**config.mk**
```make
export PLATFORM = sky130hd
export DESIGN_NAME = pipe5_core
export DESIGN_NICKNAME = d
export VERILOG_FILES = /design/src/rtl/pipe5_pkg.sv /design/src/rtl/pipe5_decode.sv /design/src/rtl/pipe5_regfile.sv /design/src/rtl/pipe5_alu.sv /design/src/rtl/pipe5_core.sv
export SDC_FILE = /design/constraint.sdc
export NUM_CORES = 2
export LEC_CHECK = 0
export BUFFER_PORTS_ARGS = -buffer_cell sky130_fd_sc_hd__buf_2
export CAP_MARGIN = 20
export CORE_UTILIZATION = 56
export CTS_CLUSTER_DIAMETER = 30
export DETAILED_ROUTE_END_ITERATION = 16
export GPL_ROUTABILITY_DRIVEN = 0
export PLACE_DENSITY = 0.73
export SLEW_MARGIN = 15
export SYNTH_ARGS = -nofsm -noshare
export SYNTH_HDL_FRONTEND = slang
export SYNTH_HIERARCHICAL = 1
export SYNTH_SLANG_ARGS = --single-unit
```
**constraint.sdc**
```tcl
create_clock -name clk -period 6.7 [get_ports clk]
set_input_delay 0.335 -clock clk [delete_from_list [all_inputs] [get_ports clk]]
set_output_delay 0.335 -clock clk [all_outputs]
set_load 0.005 [all_outputs]
```
**src/rtl/pipe5_pkg.sv**
```systemverilog
package pipe5_pkg;
  localparam int XLEN = 32;
  localparam int RIDX = 5;
  localparam int NREG = 1 << RIDX;
  localparam int IMMW = 16;

  localparam logic [5:0] OP_REG  = 6'h00;
  localparam logic [5:0] OP_ORI  = 6'h0D;
  localparam logic [5:0] OP_LOAD = 6'h23;
  localparam logic [5:0] OP_STOR = 6'h2B;
  localparam logic [5:0] OP_BREQ = 6'h04;
  localparam logic [5:0] FN_ADD  = 6'h20;
  localparam logic [5:0] FN_SUB  = 6'h22;

  typedef enum logic [1:0] {ALU_ADD = 2'd0, ALU_SUB = 2'd1, ALU_OR = 2'd2} alu_op_e;

  typedef struct packed {
    logic    reg_wr;
    logic    dst_rd;
    logic    alu_imm;
    logic    sign_ext;
    logic    mem_wr;
    logic    mem_to_reg;
    logic    branch;
    alu_op_e alu_op;
  } ctrl_t;

  localparam ctrl_t CTRL_NOP = '0;

  typedef struct packed {
    logic            valid;
    logic [XLEN-1:0] instr;
    logic [XLEN-1:0] pc4;
  } ifid_t;

  typedef struct packed {
    logic            valid;
    ctrl_t           ctrl;
    logic [XLEN-1:0] opa;
    logic [XLEN-1:0] opb;
    logic [XLEN-1:0] imm;
    logic [RIDX-1:0] dest;
    logic [XLEN-1:0] pc4;
  } idex_t;

  typedef struct packed {
    logic            valid;
    logic            reg_wr;
    logic            mem_wr;
    logic            mem_to_reg;
    logic [XLEN-1:0] res;
    logic [XLEN-1:0] sdata;
    logic [RIDX-1:0] dest;
  } exmem_t;

  typedef struct packed {
    logic            valid;
    logic            reg_wr;
    logic [RIDX-1:0] dest;
    logic [XLEN-1:0] data;
  } memwb_t;
endpackage

```
**src/rtl/pipe5_decode.sv**
```systemverilog
module pipe5_decode
  import pipe5_pkg::*;
(
  input  logic [XLEN-1:0] instr,
  input  logic            valid,
  output ctrl_t           ctrl,
  output logic [RIDX-1:0] rs,
  output logic [RIDX-1:0] rt,
  output logic [RIDX-1:0] dest,
  output logic [XLEN-1:0] imm_ext
);
  logic [5:0]      opcode;
  logic [5:0]      funct;
  logic [RIDX-1:0] rd;
  logic [IMMW-1:0] imm;

  assign opcode = instr[31:26];
  assign funct  = instr[5:0];
  assign rs     = instr[25:21];
  assign rt     = instr[20:16];
  assign rd     = instr[15:11];
  assign imm    = instr[IMMW-1:0];

  always_comb begin
    ctrl = CTRL_NOP;
    if (valid) begin
      case (opcode)
        OP_REG: begin
          if (funct == FN_ADD) begin
            ctrl.reg_wr = 1'b1;
            ctrl.dst_rd = 1'b1;
            ctrl.alu_op = ALU_ADD;
          end else if (funct == FN_SUB) begin
            ctrl.reg_wr = 1'b1;
            ctrl.dst_rd = 1'b1;
            ctrl.alu_op = ALU_SUB;
          end
        end
        OP_ORI: begin
          ctrl.reg_wr  = 1'b1;
          ctrl.alu_imm = 1'b1;
          ctrl.alu_op  = ALU_OR;
        end
        OP_LOAD: begin
          ctrl.reg_wr     = 1'b1;
          ctrl.alu_imm    = 1'b1;
          ctrl.sign_ext   = 1'b1;
          ctrl.mem_to_reg = 1'b1;
          ctrl.alu_op     = ALU_ADD;
        end
        OP_STOR: begin
          ctrl.mem_wr   = 1'b1;
          ctrl.alu_imm  = 1'b1;
          ctrl.sign_ext = 1'b1;
          ctrl.alu_op   = ALU_ADD;
        end
        OP_BREQ: begin
          ctrl.branch   = 1'b1;
          ctrl.sign_ext = 1'b1;
          ctrl.alu_op   = ALU_SUB;
        end
        default: ctrl = CTRL_NOP;
      endcase
    end
  end

  assign imm_ext = ctrl.sign_ext ? {{(XLEN-IMMW){imm[IMMW-1]}}, imm}
                                 : {{(XLEN-IMMW){1'b0}}, imm};
  assign dest    = ctrl.dst_rd ? rd : rt;
endmodule

```
**src/rtl/pipe5_regfile.sv**
```systemverilog
module pipe5_regfile #(
  parameter int W  = 32,
  parameter int AW = 5
) (
  input  logic          clk,
  input  logic          we,
  input  logic [AW-1:0] waddr,
  input  logic [W-1:0]  wdata,
  input  logic [AW-1:0] raddr_a,
  input  logic [AW-1:0] raddr_b,
  output logic [W-1:0]  rdata_a,
  output logic [W-1:0]  rdata_b
);
  localparam int DEPTH = 1 << AW;

  logic [W-1:0] regs [DEPTH];
  logic         wr_live;

  assign wr_live = we && (waddr != '0);

  always_ff @(posedge clk) begin
    if (wr_live) regs[waddr] <= wdata;
  end

  // A write landing this cycle is seen by a read of the same index
  function automatic logic [W-1:0] rd_port(input logic [AW-1:0] ra);
    if (ra == '0)                  return '0;
    else if (wr_live && ra == waddr) return wdata;
    else                           return regs[ra];
  endfunction

  assign rdata_a = rd_port(raddr_a);
  assign rdata_b = rd_port(raddr_b);
endmodule

```
**src/rtl/pipe5_alu.sv**
```systemverilog
module pipe5_alu
  import pipe5_pkg::*;
(
  input  alu_op_e         op,
  input  logic [XLEN-1:0] a,
  input  logic [XLEN-1:0] b,
  output logic [XLEN-1:0] y,
  output logic            eq
);
  always_comb begin
    case (op)
      ALU_ADD: y = a + b;
      ALU_SUB: y = a - b;
      ALU_OR:  y = a | b;
      default: y = '0;
    endcase
  end
  assign eq = (a == b);
endmodule

```
**src/rtl/pipe5_core.sv**
```systemverilog
module pipe5_core
  import pipe5_pkg::*;
#(
  parameter logic [31:0] RESET_PC = 32'h0000_0000
) (
  input  logic        clk,
  input  logic        rst_n,
  output logic [31:0] imem_addr,
  input  logic [31:0] imem_rdata,
  output logic [31:0] dmem_addr,
  output logic        dmem_we,
  output logic [31:0] dmem_wdata,
  input  logic [31:0] dmem_rdata
);
  localparam logic [XLEN-1:0] STEP = XLEN'(4);

  logic [XLEN-1:0] pc_q;
  ifid_t           ifid_q;
  idex_t           idex_q;
  exmem_t          exmem_q;
  memwb_t          memwb_q;

  // fetch
  logic [XLEN-1:0] pc_plus4;
  assign pc_plus4  = pc_q + STEP;
  assign imem_addr = pc_q;

  // decode
  ctrl_t           id_ctrl;
  logic [RIDX-1:0] id_rs, id_rt, id_dest;
  logic [XLEN-1:0] id_imm, id_opa, id_opb;

  pipe5_decode u_dec (
    .instr   (ifid_q.instr),
    .valid   (ifid_q.valid),
    .ctrl    (id_ctrl),
    .rs      (id_rs),
    .rt      (id_rt),
    .dest    (id_dest),
    .imm_ext (id_imm)
  );

  logic            wb_we;
  assign wb_we = memwb_q.valid && memwb_q.reg_wr;

  pipe5_regfile #(.W(XLEN), .AW(RIDX)) u_rf (
    .clk     (clk),
    .we      (wb_we),
    .waddr   (memwb_q.dest),
    .wdata   (memwb_q.data),
    .raddr_a (id_rs),
    .raddr_b (id_rt),
    .rdata_a (id_opa),
    .rdata_b (id_opb)
  );

  // execute
  logic [XLEN-1:0] ex_b, ex_res, br_target;
  logic            ex_eq, ex_taken;

  assign ex_b = idex_q.ctrl.alu_imm ? idex_q.imm : idex_q.opb;

  pipe5_alu u_alu (
    .op (idex_q.ctrl.alu_op),
    .a  (idex_q.opa),
    .b  (ex_b),
    .y  (ex_res),
    .eq (ex_eq)
  );

  assign ex_taken  = idex_q.valid && idex_q.ctrl.branch && ex_eq;
  assign br_target = idex_q.pc4 + {idex_q.imm[XLEN-3:0], 2'b00};

  // memory
  assign dmem_addr  = exmem_q.res;
  assign dmem_wdata = exmem_q.sdata;
  assign dmem_we    = exmem_q.valid && exmem_q.mem_wr;

  // flat views for the bound checker
  logic            ifid_vld, idex_vld, exmem_vld, memwb_vld;
  logic            exmem_rw, memwb_rw;
  logic [RIDX-1:0] exmem_dst, memwb_dst;
  assign ifid_vld  = ifid_q.valid;
  assign idex_vld  = idex_q.valid;
  assign exmem_vld = exmem_q.valid;
  assign memwb_vld = memwb_q.valid;
  assign exmem_rw  = exmem_q.reg_wr;
  assign memwb_rw  = memwb_q.reg_wr;
  assign exmem_dst = exmem_q.dest;
  assign memwb_dst = memwb_q.dest;

  // stage registers, all on one edge
  always_ff @(posedge clk) begin
    if (!rst_n) begin
      pc_q    <= RESET_PC;
      ifid_q  <= '0;
      idex_q  <= '0;
      exmem_q <= '0;
      memwb_q <= '0;
    end else begin
      pc_q <= ex_taken ? br_target : pc_plus4;

      if (ex_taken) begin
        ifid_q <= '0;
        idex_q <= '0;
      end else begin
        ifid_q.valid <= 1'b1;
        ifid_q.instr <= imem_rdata;
        ifid_q.pc4   <= pc_plus4;

        idex_q.valid <= ifid_q.valid;
        idex_q.ctrl  <= id_ctrl;
        idex_q.opa   <= id_opa;
        idex_q.opb   <= id_opb;
        idex_q.imm   <= id_imm;
        idex_q.dest  <= id_dest;
        idex_q.pc4   <= ifid_q.pc4;
      end

      exmem_q.valid      <= idex_q.valid;
      exmem_q.reg_wr     <= idex_q.ctrl.reg_wr;
      exmem_q.mem_wr     <= idex_q.ctrl.mem_wr;
      exmem_q.mem_to_reg <= idex_q.ctrl.mem_to_reg;
      exmem_q.res        <= ex_res;
      exmem_q.sdata      <= idex_q.opb;
      exmem_q.dest       <= idex_q.dest;

      memwb_q.valid  <= exmem_q.valid;
      memwb_q.reg_wr <= exmem_q.reg_wr;
      memwb_q.dest   <= exmem_q.dest;
      memwb_q.data   <= exmem_q.mem_to_reg ? dmem_rdata : exmem_q.res;
    end
  end
endmodule

```
==> metrics.md <==
| Metric | Value |
|---|---|
| Netlist Area Pre-Place | `65600 um2` |
| Reg2Reg Depth | `12` |
| CP most frequent cell | `buf_4` |
| # hold bufs at CTS | `57` |
| PwrDens | `320 nW/um2` |
| DR vias | `around 45000` |
| Vias per Instance | `roughly 7` |
| Slew HR | `a little over an eighth` |
| Leakage | `about 27 nW` |
| DRC | `0` |
| CP endpoint kind | `flop` |
| Fmax | `between 0.15 and 0.2 GHz` |
| First-pass DRT Iterations | `6` |
| Critical path's top delay family | `simple AND/OR/NAND/NOR gates` |
| # IOs | `163` |
| WP data arrival | `~6000 ps` |
| Pin count of the biggest net entering global routing | `155` |
| Outcome | `finished, final reports clean` |
| Die Y | `344 um` |
| Cells after synthesis | `4516` |
| Initial antenna violation count | `11` |
| Max-Cap Viols | `0` |
| Reg2Reg Launch Point | `idex_q[139]` |
| Clk_skew | `roughly 68 ps` |
| Port Buf Inserts | `~160` |
| Final hold viol count | `0` |
| Number of fillers in the final layout | `approximately 7600` |
| Die X | `344 um` |
| Cell Rows | `between 100 and 150` |
| Hold path depth | `3` |
| Remaining antenna violation count | `0` |
| CTS root buf | `clkbuf_16` |
| Worst Hold Class | `input pin to flop` |
| H-tree Lvls | `5` |
| Clock Sinks | `~1400` |
| Crit path launch type | `flop` |
| Kind of critical path | `flop to flop` |
| Max VDD drop | `approximately 0.28 mV` |
| CTS Buf Count | `274` |
| Worst path bufs/invs | `4` |
| Unrepaired setup endpoints after global routing | `no` |
| R2R setup slack | `approximately 1500 ps` |
| # nets final | `between 4000 and 5000` |
| Average wire per cell in the routed design | `approximately 33 um` |
| Layout cell share with drive strength beyond 1 | `approximately 27%` |
| Avg Cell Area, Syn | `14.5 um2` |
| Slowest CP cell | `dfxtp_1` |
| Initial Utilization | `56.5%` |
| CTS tree | `built` |
| All-Layer GR Usage | `between 30% and 40%` |
| Area Growth Syn to Fin | `17.5%` |
| Hold wc startpoint | `dmem_rdata[24]` |
| Total number of yosys warnings | `6` |
| Worst Tran Pin Value | `1300 ps` |
| Commonest non-fill, non-tap cell in the layout | `edfxtp_1` |
| Final Setup Violations | `0` |
| Number of gates resized after CTS | `0` |
| Slew Viols, Final | `0` |
| Maximum fanout along the worst path | `105` |
| HPWL after DPL | `about 130000 um` |
| Utilization after layout | `between 60% and 70%` |
| Clock latency on the worst-skew pair | `880 ps` |
| Vias in the first global route | `between 40000 and 50000` |
| Core ar. | `between 100000 and 150000 um2` |
| Worst path cell trace | `buf_4, mux2_2, inv_1, ha_1, nor4_1, nand4_1, nor3_1, nand3_4, buf_4, buf_4, and3_1, a21o_1` |
| Die area | `about 120000 um2` |
| Setup crit start | `idex_q[139]` |
| Total routed wirelength | `about 210000 um` |
| Number of DRC markers in iteration 0 | `7297` |
| Commonest non-fill, non-tap cells in the layout | `edfxtp_1 (1024), mux4_2 (378), dfxtp_1 (339), clkbuf_16 (281), mux2i_1 (269)` |
| CP Depth | `12` |
| Setup TNS | `0 ps` |
| WP data required | `roughly 7400 ps` |
| Period utilization | `78.2%` |
| Min cycle time layout | `around 5200 ps` |
| Global-route wire length before repair | `around 300000 um` |
| Post-CTS Setup Bufs | `0` |
| Maximum buffer depth of the clock tree | `4` |
| Clk pin slew, worst setup/hold paths | `50 ps` |
| Grt total ovfl | `0` |
| Crit-path max cell delay | `between 900 and 1000 ps` |
layer usage:
layer	vias to the layer above	GRT usage [%]	share of wire (%)
li1	18200	-	-
met1	22500	45.1	35
met2	3817	53.0	44
met3	803	12.8	15
met4	12	19.5	6.0
met5	-	0	0.042
power breakdown:
group          switching [W]  internal, W
sequential          0.000209      0.00931
combinational        0.00119     0.000799
clock                0.00450      0.00865
total                0.00590       0.0188
sequential cells by signal, indices dropped and copies added, names as in the netlist, 2 cells and up:
register,cells
dmem_wdata,32
idex_q,140
exmem_q,2
u_rf/regs,1024
memwb_dst,5
imem_addr,32
memwb_q,32
ifid_q,64
exmem_dst,5
dmem_addr,32
worst register-to-register path, stage by stage, from the launching register on:
cell and delay [ps]:
dfxtp_1 910, buf_4 400, mux2_2 410, inv_1 90
ha_1 350, nor4_1 690, nand4_1 170, nor3_1 600
nand3_4 110, buf_4 350, buf_4 490, and3_1 360
a21o_1 170
worst paths after layout:
kind                   to
max reg2reg  imem_addr[3]
min           memwb_q[24]
min reg2reg  imem_addr[0]
max          imem_addr[3]
through the flow:
stage / total power [W] / instances / hold slack, ps / worst slack [ps] / area, um2
after floorplan: 0.0109 / 4547 / 403 / 2750 / 65700
after global placement: 0.0115 / 5905 / 410 / 1780 / 67300
after detailed placement: 0.0115 / 5908 / 418 / 1640 / 67400
after CTS: 0.0246 / 6440 / 7.66 / 1570 / 76900
after global routing: 0.0252 / 6451 / 37.7 / 1180 / 77100
final: 0.0247 / 6452 / 67.9 / 1460 / 77100
area by class of cell:
| cell class | count | area, um2 | area share [%] |
|---|---|---|---|
| clock buffers | 318 | 7320 | 9.50 |
| diodes | 1 | 2.50 | 0.00325 |
| multi-input cells | 2625 | 25500 | 33.1 |
| clock inverters | 157 | 1610 | 2.09 |
| inverters | 111 | 417 | 0.541 |
| well taps | 1524 | 1910 | 2.47 |
| flip-flops and latches | 1374 | 37800 | 49.0 |
| repair buffers | 342 | 2520 | 3.28 |
Note: power is estimated with default switching activity, not from simulation.
